**src/rtl/mash_frac_pkg.sv**
```systemverilog
package mash_frac_pkg;
  typedef logic signed [3:0] offset_t;
  localparam int NUM_STAGES  = 3;
  localparam int OFFSET_BIAS = 3;
  localparam int OFFSET_MIN  = -3;
  localparam int OFFSET_MAX  = 4;
endpackage

```
**src/rtl/mash_acc_stage.sv**
```systemverilog
module mash_acc_stage #(
  parameter int W = 16
) (
  input  logic         clk_i,
  input  logic         rst_ni,
  input  logic [W-1:0] in_i,
  output logic [W-1:0] sum_o,
  output logic         carry_o
);
  logic [W-1:0] acc_q;

  always_comb {carry_o, sum_o} = {1'b0, acc_q} + {1'b0, in_i};

  always_ff @(posedge clk_i or negedge rst_ni) begin
    if (!rst_ni) acc_q <= '0;
    else         acc_q <= sum_o;
  end

  assert_zero_hold_R5: assert property (@(posedge clk_i) disable iff (!rst_ni)
    (in_i == '0) |=> $stable(acc_q));

  assert_carry_wrap_R5: assert property (@(posedge clk_i) disable iff (!rst_ni)
    carry_o == (sum_o < in_i));
endmodule

```
**src/rtl/mash_noise_comb.sv**
```systemverilog
module mash_noise_comb
  import mash_frac_pkg::*;
(
  input  logic                  clk_i,
  input  logic                  rst_ni,
  input  logic [NUM_STAGES-1:0] carry_i,
  output offset_t               offset_o
);
  localparam int DLY = 2;

  // per-stage carry history: [0] = one cycle old, [1] = two cycles old
  logic [DLY-1:0] hist_q [NUM_STAGES];

  for (genvar s = 0; s < NUM_STAGES; s++) begin : g_dly
    always_ff @(posedge clk_i or negedge rst_ni) begin
      if (!rst_ni) hist_q[s] <= '0;
      else         hist_q[s] <= {hist_q[s][0], carry_i[s]};
    end
  end

  int sum_v;
  always_comb begin
    sum_v = int'(hist_q[0][1])
          + int'(hist_q[1][0]) - int'(hist_q[1][1])
          + int'(carry_i[2]) - 2 * int'(hist_q[2][0]) + int'(hist_q[2][1]);
    offset_o = offset_t'(sum_v);
  end

  assert_offset_range_R2: assert property (@(posedge clk_i) disable iff (!rst_ni)
    (int'(offset_o) >= OFFSET_MIN) && (int'(offset_o) <= OFFSET_MAX));
endmodule

```
**src/rtl/mash_frac_mod.sv**
```systemverilog
module mash_frac_mod
  import mash_frac_pkg::*;
#(
  parameter int M  = 16,
  parameter int N  = 70,
  parameter int RW = $clog2(N + OFFSET_MAX + 1)
) (
  input  logic          clk_i,
  input  logic          rst_ni,
  input  logic [M-1:0]  frac_i,
  output logic [2:0]    sel_o,
  output logic [RW-1:0] ratio_o
);
  logic [M-1:0]            chain [NUM_STAGES+1];
  logic [NUM_STAGES-1:0]   carry;
  offset_t                 offset;

  assign chain[0] = frac_i;

  for (genvar s = 0; s < NUM_STAGES; s++) begin : g_stage
    mash_acc_stage #(.W(M)) i_stage (
      .clk_i   (clk_i),
      .rst_ni  (rst_ni),
      .in_i    (chain[s]),
      .sum_o   (chain[s+1]),
      .carry_o (carry[s])
    );
  end

  mash_noise_comb i_comb (
    .clk_i    (clk_i),
    .rst_ni   (rst_ni),
    .carry_i  (carry),
    .offset_o (offset)
  );

  always_ff @(posedge clk_i or negedge rst_ni) begin
    if (!rst_ni) begin
      sel_o   <= 3'(OFFSET_BIAS);
      ratio_o <= RW'(N);
    end else begin
      sel_o   <= 3'(int'(offset) + OFFSET_BIAS);
      ratio_o <= RW'(N + int'(offset));
    end
  end

  assert_ratio_code_R2: assert property (@(posedge clk_i) disable iff (!rst_ni)
    int'(ratio_o) == N - OFFSET_BIAS + int'(sel_o));
endmodule

```
**config.mk**
```make
export PLATFORM = sky130hd
export DESIGN_NAME = mash_frac_mod
export DESIGN_NICKNAME = d
export VERILOG_FILES = /design/src/rtl/mash_frac_pkg.sv /design/src/rtl/mash_acc_stage.sv /design/src/rtl/mash_noise_comb.sv /design/src/rtl/mash_frac_mod.sv
export SDC_FILE = /design/constraint.sdc
export NUM_CORES = 1
export LEC_CHECK = 0
export BUFFER_PORTS_ARGS = -buffer_cell sky130_fd_sc_hd__clkbuf_2
export CORE_ASPECT_RATIO = 0.6
export CORE_MARGIN = 2
export CORE_UTILIZATION = 61
export DETAILED_ROUTE_END_ITERATION = 12
export PLACE_DENSITY = 0.77
export SLEW_MARGIN = 20
export SYNTH_ARGS = -nofsm -noshare
export SYNTH_HDL_FRONTEND = slang
export SYNTH_SLANG_ARGS = --single-unit
```
**constraint.sdc**
```tcl
create_clock -name clk_i -period 7.5 [get_ports clk_i]
set_input_delay 1.5 -clock clk_i [delete_from_list [all_inputs] [get_ports clk_i]]
set_output_delay 1.5 -clock clk_i [all_outputs]
set_load 0.05 [all_outputs]
```
# After elaboration in Yosys (flattened, before gate mapping)
# Cells that the tools add are included.
[word_totals]
register_bits = 64
in_bits = 18
output_inout_bits = 10
wordCells = 18
[op_classes]
addsub = 10
[op_table]
columns = ["operator", "count"]
rows = [
  ["adder 16 x 16 -> 17 bit", 3],
  ["adder 4 x 2 -> 4 bit", 2],
  ["adder 7 x 4 -> 7 bit, first input constant", 1],
  ["subtractor 4 x 3 -> 4 bit", 1],
  ["adder 3 bit, second input constant", 1],
  ["subtractor 2 x 1 -> 3 bit", 1],
  ["adder 1 x 1 -> 2 bit", 1],
]

# Longest topological paths before layout
# Gate-level depths: netlist of the first run.
[logic_depth]
depth_word = 7
depth_mapped = 25
ltp_nobuf = 24

# Cells and area by module
# Synthesis of the first run repeated with hierarchy kept, for this count alone.
[hier_totals]
hier_cells = 414
area_unflattened_um2 = 4331.7
[modules_own_cells]
columns = ["mod", "n_inst", "cells_each", "area_each_um2", "seq_area_each_um2"]
rows = [
  ["mash_acc_stage at g_stage[1].i_stage ...", 2, 126, 1256.2, 400.4],
  ["mash_acc_stage at g_stage[0].i_stage", 1, 114, 1153.6, 400.4],
  ["mash_frac_mod", 1, 22, 341.6, 256.5],
  ["mash_noise_comb", 1, 26, 324.1, 150.1],
]

# Worst setup path after synthesis of the first run
# Ideal clock, no wire load.
[synth_timing]
kind = "in2reg"
startpoint = "in frac_i[0]"
endpoint = "reg ratio_o[3]"
setup_time_ps = 113
t_arrival_ps = 6466
required_ps = 7387
path_slack_ps = 922
cell_stages = 24
n_path_buf = 0
path_cell_list = "ha_1 -> fa_1 -> a211oi_1 -> o211ai_1 -> nand2_1 -> xnor2_1 -> ha_1 -> a21o_1 -> or3_1 -> o32a_1 -> a21oi_1 -> xnor2_1 -> ha_1 -> nand2_1 -> o21ai_0 -> a221o_1 -> a31oi_2 -> o21a_1 -> fa_1 -> ha_1 -> xor2_1 -> ha_1 -> ha_1 -> inv_1"
[synth_lines]
columns = ["element", "line", "source"]
rows = [
  ["start, declared", "mash_frac_mod.sv:10", "input logic [M-1:0] frac_i,"],
  ["end signal, assigned", "mash_frac_mod.sv:40", "ratio_o <= RW'(N);"],
  ["end signal, assigned", "mash_frac_mod.sv:43", "ratio_o <= RW'(N + int'(offset));"],
  ["end, declared", "mash_frac_mod.sv:12", "output logic [RW-1:0] ratio_o"],
]

==> results.toml, run 1 <==
[setup_path]
crit_family = "compound AO/OA/AOI/OAI gates"
max_stage_delay_ps = 690
critPathCaptureType = "flip-flop"
worstSetupPathType = "input pin to flip-flop"
cp.arrival_ps = 7250
worst_setup_path_start_kind = "input pin"
cp_common_cell = "ha_1"
cp.depth = 23
crit_chain = "clkbuf_2 > ha_1 > a21oi_1 > o2111ai_1 > a21oi_1 > xnor2_1 > ha_1 > a2111oi_0 > nand2_1 > a41oi_1 > xnor2_1 > ha_1 > nand2_1 > o21ai_0 > a221o_1 > a31oi_2 > o21a_1 > fa_1 > ha_1 > xor2_1 > ha_1 > ha_1 > inv_1"
reg2reg_depth = 22
critPathRequiredTime_ps = 7780
critPathMaxFanout = 6
cp_num_buf_inv = 2
slowest_stage = "a2111oi_0"

[grt]
grt_max_degree = 65
gr-usage-all-layers = 0.260
overflow = 0
first_global_vias = 3024
antenna_found_initial = 0
grt_pass1_wl_um = 14300

[placement]
port_buffers = 27
dp_hpwl_um = 6300
gp_congestion = 0.911

[layout]
diodes = 0
multi_input_area_um2 = 2350
layout-drive-gt1-share = 0.126
finalNetCount = 504
fillers = 448
areaGrowthSynthToFinish_pct = 11.5
regArea_um2 = 1610
final_cell_mix = "59 x dfrtp_1, 58 x ha_1, 35 x a21oi_1, 27 x clkbuf_2, 26 x inv_1"
layout_commonest_cell = "dfrtp_1"

[detailed_routing]
drc = 0
wl_met1_um = 4230
drt_iter0_drc = 203
wl_um = 8430
vias = 3070
top_layer_used = "met4"
via_per_inst = 6.00
route.met2.wl_um = 3500
wl_met3_um = 550
wire_per_inst_um = 16.5
drt_first_pass_iters = 5
postRouteAntennaNets = 0

[clocking]
cts_resized = 0
h-tree-depth = 3
cts.path.max_buffers = 2
clk_pin_slew_ps = 70
postCtsSetupRepairBufs = 0
clock_latency_ps = 340
cts_tree = "done"
cts_made_buffers = 9
cts_hold_buf = 0
cts_sinks = 64
cts-root-buf = "clkbuf_8"

[status]
status = "finished clean"

[logic_synthesis]
synth_top_area_share = 0.363
yosys-top-cells-area = "dfrtp_1 36%, ha_1 18%, xnor2_1 5.0%, a21oi_1 4.3%, dfstp_2 3.2%"
avgSynthCellArea_um2 = 10.5
ys_async_sr_fraction = 1.00
yosysSeqAreaShare = 0.395
synth_area_um2 = 4070
netlist_instances = 387
synth.distinct_cells = 48
synth_top_area_cell = "dfrtp_1"
synth-main-ff-cell = "dfrtp_1"
synth_seq_cells = 64
yosysWarnings = 0
synth_edf_count = 0
syn_nets = 468

[die]
fp.coreArea_um2 = 6280
start_util = 0.648
die_y_um = 67.2
die_w_um = 109
fp-row-count = 22
dieArea_um2 = 7360
ioPinCount = 28

[min_path]
hold_depth = 0
hp-class = "flip-flop to flip-flop"

[timing]
setup_tns_ps = 0
setup_viol = 0
post-route-period-util = 0.929
tightest_slew_ps = 815
relSlewSlack = 0.456
min_period_ps = 6970
slew_violations = 0
maxClockFrequency_mhz = 144
hold_viol = 0
rsz0062_at_grt = "no"
skew_ps = 10.9

[flow_run]
maxCapViolCount = 0
## layer usage
metal  global-route usage  vias up
met2                0.387      108
li1                     -     1513
met4               0.0839        0
met3               0.0724       17
met5                    0        -
met1                0.371     1432
## worst paths after layout
kind / start / slack (ps) / end
setup / recovery: frac_i[1] / 530 / ratio_o[3]$_DFF_PN0_
hold / removal: i_comb.hist_q[4]$_DFF_PN0_ / 360 / i_comb.hist_q[5]$_DFF_PN0_
setup reg to reg: g_stage[0].i_stage.acc_q[1]$_DFF_PN0_ / 1400 / ratio_o[3]$_DFF_PN0_
hold reg to reg: i_comb.hist_q[4]$_DFF_PN0_ / 360 / i_comb.hist_q[5]$_DFF_PN0_
max in group asynchronous: rst_ni / 5620 / g_stage[1].i_stage.acc_q[5]$_DFF_PN0_
min in group asynchronous: rst_ni / 1310 / ratio_o[4]$_DFF_PN0_
## kinds of logic after synthesis
family	Yosys count	share of synthesized area
buffers and inverters	29	0.0268
adder cells (fa/ha/maj)	63	0.203
AO/OA/AOI/OAI	122	0.204
XOR/XNOR	38	0.0818
flip-flops	64	0.395
AND/OR/NAND/NOR	71	0.0892
## synthesized netlist by cell type, types with 3 or more instances
library cell  number
dfrtp_1           59
and4_1             3
dfstp_2            5
a41oi_1            3
o21ai_0           21
o211ai_1           6
a21o_1            15
xnor2_1           23
nand3_1            9
a221oi_1           3
o2111ai_1          3
a21oi_1           35
a211oi_1           6
nand2_1           20
inv_1             26
nor2_1            11
clkbuf_1           3
fa_1               5
nor3_1             4
o221ai_1           3
o21a_1             5
o21bai_1           3
and3_1             4
nand2b_1           3
nand4_1            7
xor2_1            15
a21boi_0           3
ha_1              58
## cell type report
class | instances | share of cell area
Inverter | 26 | 0.0215
Timing Repair Buffer | 28 | 0.0314
Sequential cell | 64 | 0.354
Tap cell | 84 | 0.0232
Multi-Input combinational cell | 294 | 0.518
Clock inverter | 2 | 0.0132
Clock buffer | 14 | 0.0381
## metrics by stage
stage / cells / instance area [µm²] / setup slack (ps) / hold WS (ps) / utilization
finish: 512 / 4540 / 533 / 357 / 0.723
CTS: 512 / 4540 / 621 / 360 / 0.723
global route: 512 / 4540 / 141 / 368 / 0.723
floorplan: 387 / 4070 / 922 / 331 / -
detailed placement: 496 / 4300 / 348 / 342 / 0.686
global placement: 496 / 4300 / 569 / 337 / 0.686
## worst reg2reg max path, stage by stage, from the launching register on
cell and delay, ps:
dfrtp_1 410, ha_1 290, a21oi_1 240, o2111ai_1 170, a21oi_1 410, xnor2_1 220
ha_1 350, a2111oi_0 690, nand2_1 170, a41oi_1 350, xnor2_1 160, ha_1 400
nand2_1 70, o21ai_0 230, a221o_1 210, a31oi_2 60, o21a_1 230, fa_1 450
ha_1 210, xor2_1 260, ha_1 210, ha_1 220, inv_1 50
## flip-flops by register name, summed over array words and instances (netlist names)
name	cells
ratio_o	7
g_stage.i_stage.acc_q	48
i_comb.hist_q	6
sel_o	3
Power of run 1 is not shown: default switching activity piles up to over one toggle a cycle in this logic, so the estimate is an artifact.
==> inputs of run 2 (changes only) <==
- PLACE_DENSITY: 0.77 -> not set
- PLACE_DENSITY_LB_ADDON: not set -> 0.08
==> results.toml, run 2 (synthesis results as in run 1) <==
[grt]
grt_max_degree = 65
overflow = 0
first_global_vias = 2993
grt_pass1_wl_um = 14400
gr-usage-all-layers = 0.265
antenna_found_initial = 0

[detailed_routing]
postRouteAntennaNets = 0
drc = 0
via_per_inst = 6.08
vias = 3111
drt_first_pass_iters = 5
wire_per_inst_um = 16.4
drt_iter0_drc = 204
wl_um = 8410

[placement]
port_buffers = 27
pre_cts_slack_ps = 382
gp_congestion = 0.875
dp_hpwl_um = 6340

[status]
status = "finished clean"

[timing]
hold_viol = 0
rsz0062_at_grt = "no"
tightest_slew_ps = 797
slew_violations = 0
setup_viol = 0
setup_tns_ps = 0
relSlewSlack = 0.469
timing.final.ws_setup_ps = 734
skew_ps = 5.36
post-route-period-util = 0.902
maxClockFrequency_mhz = 148
min_period_ps = 6770

[clocking]
postCtsSetupRepairBufs = 0
cts.path.max_buffers = 2
cts-root-buf = "clkbuf_8"
cts_resized = 0
cts_made_buffers = 9
clk_pin_slew_ps = 70
clock_latency_ps = 360
h-tree-depth = 3
cts_sinks = 64
cts_tree = "done"
cts_hold_buf = 0

[die]
fp.coreArea_um2 = 6280
fp-row-count = 22
ioPinCount = 28
start_util = 0.648
die_y_um = 67.2
dieArea_um2 = 7360
die_w_um = 109

[layout]
diodes = 0
top_register = "g_stage.i_stage.acc_q"
layout-drive-gt1-share = 0.131
largest_register_ff_count = 48
layout_commonest_cell = "dfrtp_1"
finalNetCount = 504
reg_top3 = "g_stage.i_stage.acc_q: 48 flops, ratio_o: 7 flops, i_comb.hist_q: 6 flops"
final_cell_mix = "59 x dfrtp_1, 58 x ha_1, 35 x a21oi_1, 27 x clkbuf_2, 26 x inv_1"
areaGrowthSynthToFinish_pct = 11.5

[setup_path]
worst_setup_path_start_kind = "input pin"
cp.arrival_ps = 7070
worstSetupPathType = "input pin to flip-flop"
ff2ff_setup_slack_ps = 1610
critPathMaxFanout = 6
critPathRequiredTime_ps = 7800
critPathCaptureType = "flip-flop"

[flow_run]
maxCapViolCount = 0

[min_path]
hp-class = "flip-flop to flip-flop"
[run 2: changes by cell type in the layout (fill, tap and decap cells not counted)]
cell	delta
clkinvlp_4	+2
clkinv_4	+2
clkbuf_1	-2
clkbuf_8	-2
[run 2: layout make-up]
class | count | area, µm²
multi-input combinational | 294 | 2350
fill | 469 | 1740
sequential | 64 | 1610
timing repair buffer | 28 | 143
clock buffer | 10 | 138
tap | 84 | 105
inverter | 26 | 97.6
clock inverter | 6 | 92.6
[run 2: stage by stage]
step | instance area (µm²) | utilization | cells | hold slack [ps]
finish | 4530 | 0.722 | 512 | 365
global placement | 4300 | 0.686 | 496 | 338
detailed placement | 4300 | 0.686 | 496 | 345
global route | 4530 | 0.722 | 512 | 373
CTS | 4530 | 0.722 | 512 | 369
floorplan | 4070 | - | 387 | 331
[run 2: metal layers]
metal	share of wire	vias up	global-route usage
met5	0	-	0
met4	0.020	0	0.0823
met3	0.071	19	0.104
met2	0.42	92	0.390
met1	0.48	1493	0.364
li1	-	1507	-
[run 2: worst paths after layout]
check	startpoint	end	cells after the start
min reg2reg	i_comb.hist_q[4]$_DFF_PN0_	i_comb.hist_q[5]$_DFF_PN0_	0
min	i_comb.hist_q[4]$_DFF_PN0_	i_comb.hist_q[5]$_DFF_PN0_	0
min in group asynchronous	rst_ni	ratio_o[3]$_DFF_PN0_	2
max in group asynchronous	rst_ni	i_comb.hist_q[1]$_DFF_PN0_	2
max	frac_i[0]	ratio_o[3]$_DFF_PN0_	23
max reg2reg	g_stage[0].i_stage.acc_q[0]$_DFF_PN0_	ratio_o[3]$_DFF_PN0_	22
[run 2: critical path, stage by stage]
cell and delay, ps:
clkbuf_2 90, ha_1 230, fa_1 440, a211oi_1 310, o211ai_1 220, a221oi_2 380, o21ai_0 190, xor2_1 330
ha_1 370, and4_1 210, a221oi_1 250, o21ai_0 150, a311oi_1 270, a221oi_1 130, ha_1 360, nand2_1 80
o21a_1 190, fa_1 440, ha_1 200, xor2_1 260, ha_1 210, ha_1 220, inv_1 50
Power of run 2 is left out for the same reason.
==> inputs of run 3 (changes only) <==
- ABC_AREA: not set -> 1
- BUFFER_PORTS_ARGS: -buffer_cell sky130_fd_sc_hd__clkbuf_2 -> not set
- CORE_UTILIZATION: 61 -> 65
- DONT_BUFFER_PORTS: not set -> 1
==> results.toml, run 3 <==
[timing]
post-route-period-util = 0.797
maxClockFrequency_mhz = 167
rsz0062_at_grt = "no"
setup_viol = 0
tightest_slew_ps = 500
slew_violations = 0
relSlewSlack = 0.667
setup_tns_ps = 0
min_period_ps = 5980
skew_ps = 6.88
hold_viol = 0

[layout]
layout-drive-gt1-share = 0.0431
diodes = 0
largest_register_ff_count = 48
fillers = 524
final_cell_mix = "250 x nand2_1, 136 x inv_1, 59 x dfrtp_1, 58 x ha_1, 34 x nor2_1"
fin_util = 0.745
finalNetCount = 749
reg_top3 = "g_stage.i_stage.acc_q: 48 flops, ratio_o: 7 flops, i_comb.hist_q: 6 flops"
top_register = "g_stage.i_stage.acc_q"
regArea_um2 = 1610
layout_commonest_cell = "nand2_1"
multi_input_area_um2 = 2580
areaGrowthSynthToFinish_pct = 8.52

[logic_synthesis]
post-synth-top-count-cell = "nand2_1"
syn_nets = 738
synth-main-ff-cell = "dfrtp_1"
avgSynthCellArea_um2 = 7.16
yosys-top-cells-count = "250 x nand2_1, 136 x inv_1, 59 x dfrtp_1"
yosysSeqAreaShare = 0.342
synth_top_area_cell = "dfrtp_1"
synth_edf_count = 0
netlist_instances = 657
yosys-top-cells-area = "dfrtp_1 31%, nand2_1 20%, ha_1 15%, inv_1 11%, xor2_1 3.4%"
synth_seq_cells = 64
synth_area_um2 = 4700
synth.distinct_cells = 25
yosysWarnings = 0
ys_async_sr_fraction = 1.00
synth_top_area_share = 0.314

[setup_path]
critPathCaptureType = "flip-flop"
rr_endpoint = "ratio_o[3]$_DFF_PN0_"
worst_setup_path_start_kind = "input pin"
critPathRequiredTime_ps = 7770
reg2reg_depth = 26
critPathMaxFanout = 5
worstSetupPathType = "input pin to flip-flop"
r2r_start = "g_stage[0].i_stage.acc_q[0]$_DFF_PN0_"
ff2ff_setup_slack_ps = 2340
cp.arrival_ps = 6250

[detailed_routing]
drt_iter0_drc = 267
vias = 3969
drt_first_pass_iters = 5
drc = 0
wl_um = 10400
postRouteAntennaNets = 0
via_per_inst = 5.22
wire_per_inst_um = 13.6

[min_path]
min-delay-start = "i_comb.hist_q[4]$_DFF_PN0_"
holdPathEnd = "i_comb.hist_q[5]$_DFF_PN0_"
hold_depth = 0
hp-class = "flip-flop to flip-flop"

[clocking]
cts_hold_buf = 0
clock_latency_ps = 330
clk_pin_slew_ps = 50
cts_sinks = 64
h-tree-depth = 3
cts-root-buf = "clkbuf_16"
cts_made_buffers = 9
cts.path.max_buffers = 2
postCtsSetupRepairBufs = 0
cts_resized = 0
cts_tree = "done"

[die]
ioPinCount = 28
fp.coreArea_um2 = 6850
dieArea_um2 = 7950
fp-row-count = 23
start_util = 0.687
die_y_um = 69.9
die_w_um = 114

[placement]
dp_hpwl_um = 8130
gp_congestion = 0.877
port_buffers = 0

[grt]
grt_pass1_wl_um = 17900
first_global_vias = 3853
gr-usage-all-layers = 0.288
antenna_found_initial = 0
overflow = 0
grt_max_degree = 65

[status]
status = "finished clean"

[flow_run]
maxCapViolCount = 0
[run 3: cell count changes in the layout (fill, tap and decap cells not counted), moves of 5 or more]
| cell | change |
|---|---|
| a21o_1 | -15 |
| a21oi_1 | -12 |
| inv_1 | +110 |
| nor2_1 | +23 |
| clkbuf_16 | +9 |
| clkbuf_2 | -27 |
| o21ai_0 | -20 |
| xnor2_1 | -18 |
| clkbuf_8 | -9 |
| o211ai_1 | -6 |
| nand3_1 | +22 |
| nand2_2 | +5 |
| nand2_1 | +230 |
[run 3: critical path, stage by stage]
cell	delay [ps]
ha_1	210
fa_1	400
nand2_1	120
nand2_1	60
nand3b_1	80
nand2_1	90
nand2_1	100
nand2_1	60
nand2_1	60
nand2_1	70
ha_1	370
nand2_1	120
nor2_1	160
nand3_1	150
nand4_1	100
nand2_1	110
ha_1	390
nand2_1	170
nor4_1	360
a21oi_1	150
fa_1	470
ha_1	200
xor2_1	250
ha_1	210
ha_1	220
inv_1	60
[run 3: cell type report]
cell class / instances / area share
flip-flops and latches: 64 / 0.315
clock buffers: 12 / 0.0483
multi-input cells: 457 / 0.506
well taps: 87 / 0.0213
clock inverters: 4 / 0.00883
inverters: 136 / 0.100
[run 3: worst max path at each step]
stage,start,end,depth (start not counted)
finish,frac_i[0],ratio_o[3]$_DFF_PN0_,26
global route,frac_i[0],ratio_o[3]$_DFF_PN0_,27
CTS,frac_i[0],ratio_o[3]$_DFF_PN0_,27
detailed placement,frac_i[0],ratio_o[3]$_DFF_PN0_,29
global placement,frac_i[0],ratio_o[3]$_DFF_PN0_,27
floorplan,frac_i[0],ratio_o[3]$_DFF_PN0_,29
[run 3: metal layers]
metal	wire, µm	global-route usage	up-vias
li1	-	-	2028
met1	5240	0.418	1813
met2	4320	0.438	111
met3	606	0.0608	17
met4	183	0.0827	0
met5	0	0	-
[run 3: metrics by stage]
stage | area, µm² | setup WS [ps] | hold slack (ps) | cells
after global routing | 5100 | 1110 | 362 | 760
final | 5100 | 1520 | 351 | 760
after floorplan | 4700 | 1830 | 331 | 657
after CTS | 5100 | 1660 | 356 | 760
after global placement | 4810 | 1520 | 335 | 744
after detailed placement | 4810 | 1340 | 348 | 744
[run 3: logic make-up after synthesis]
| group | count (synthesis) | synth area share |
|---|---|---|
| xor gates and xnor gates | 23 | 0.0428 |
| AOI/OAI and AO/OA | 29 | 0.0335 |
| and+or+nand+nor | 342 | 0.297 |
| DFF | 64 | 0.342 |
| buffers and inverters | 136 | 0.109 |
| adders and majority gates | 63 | 0.176 |
Power of run 3 is left out for the same reason.
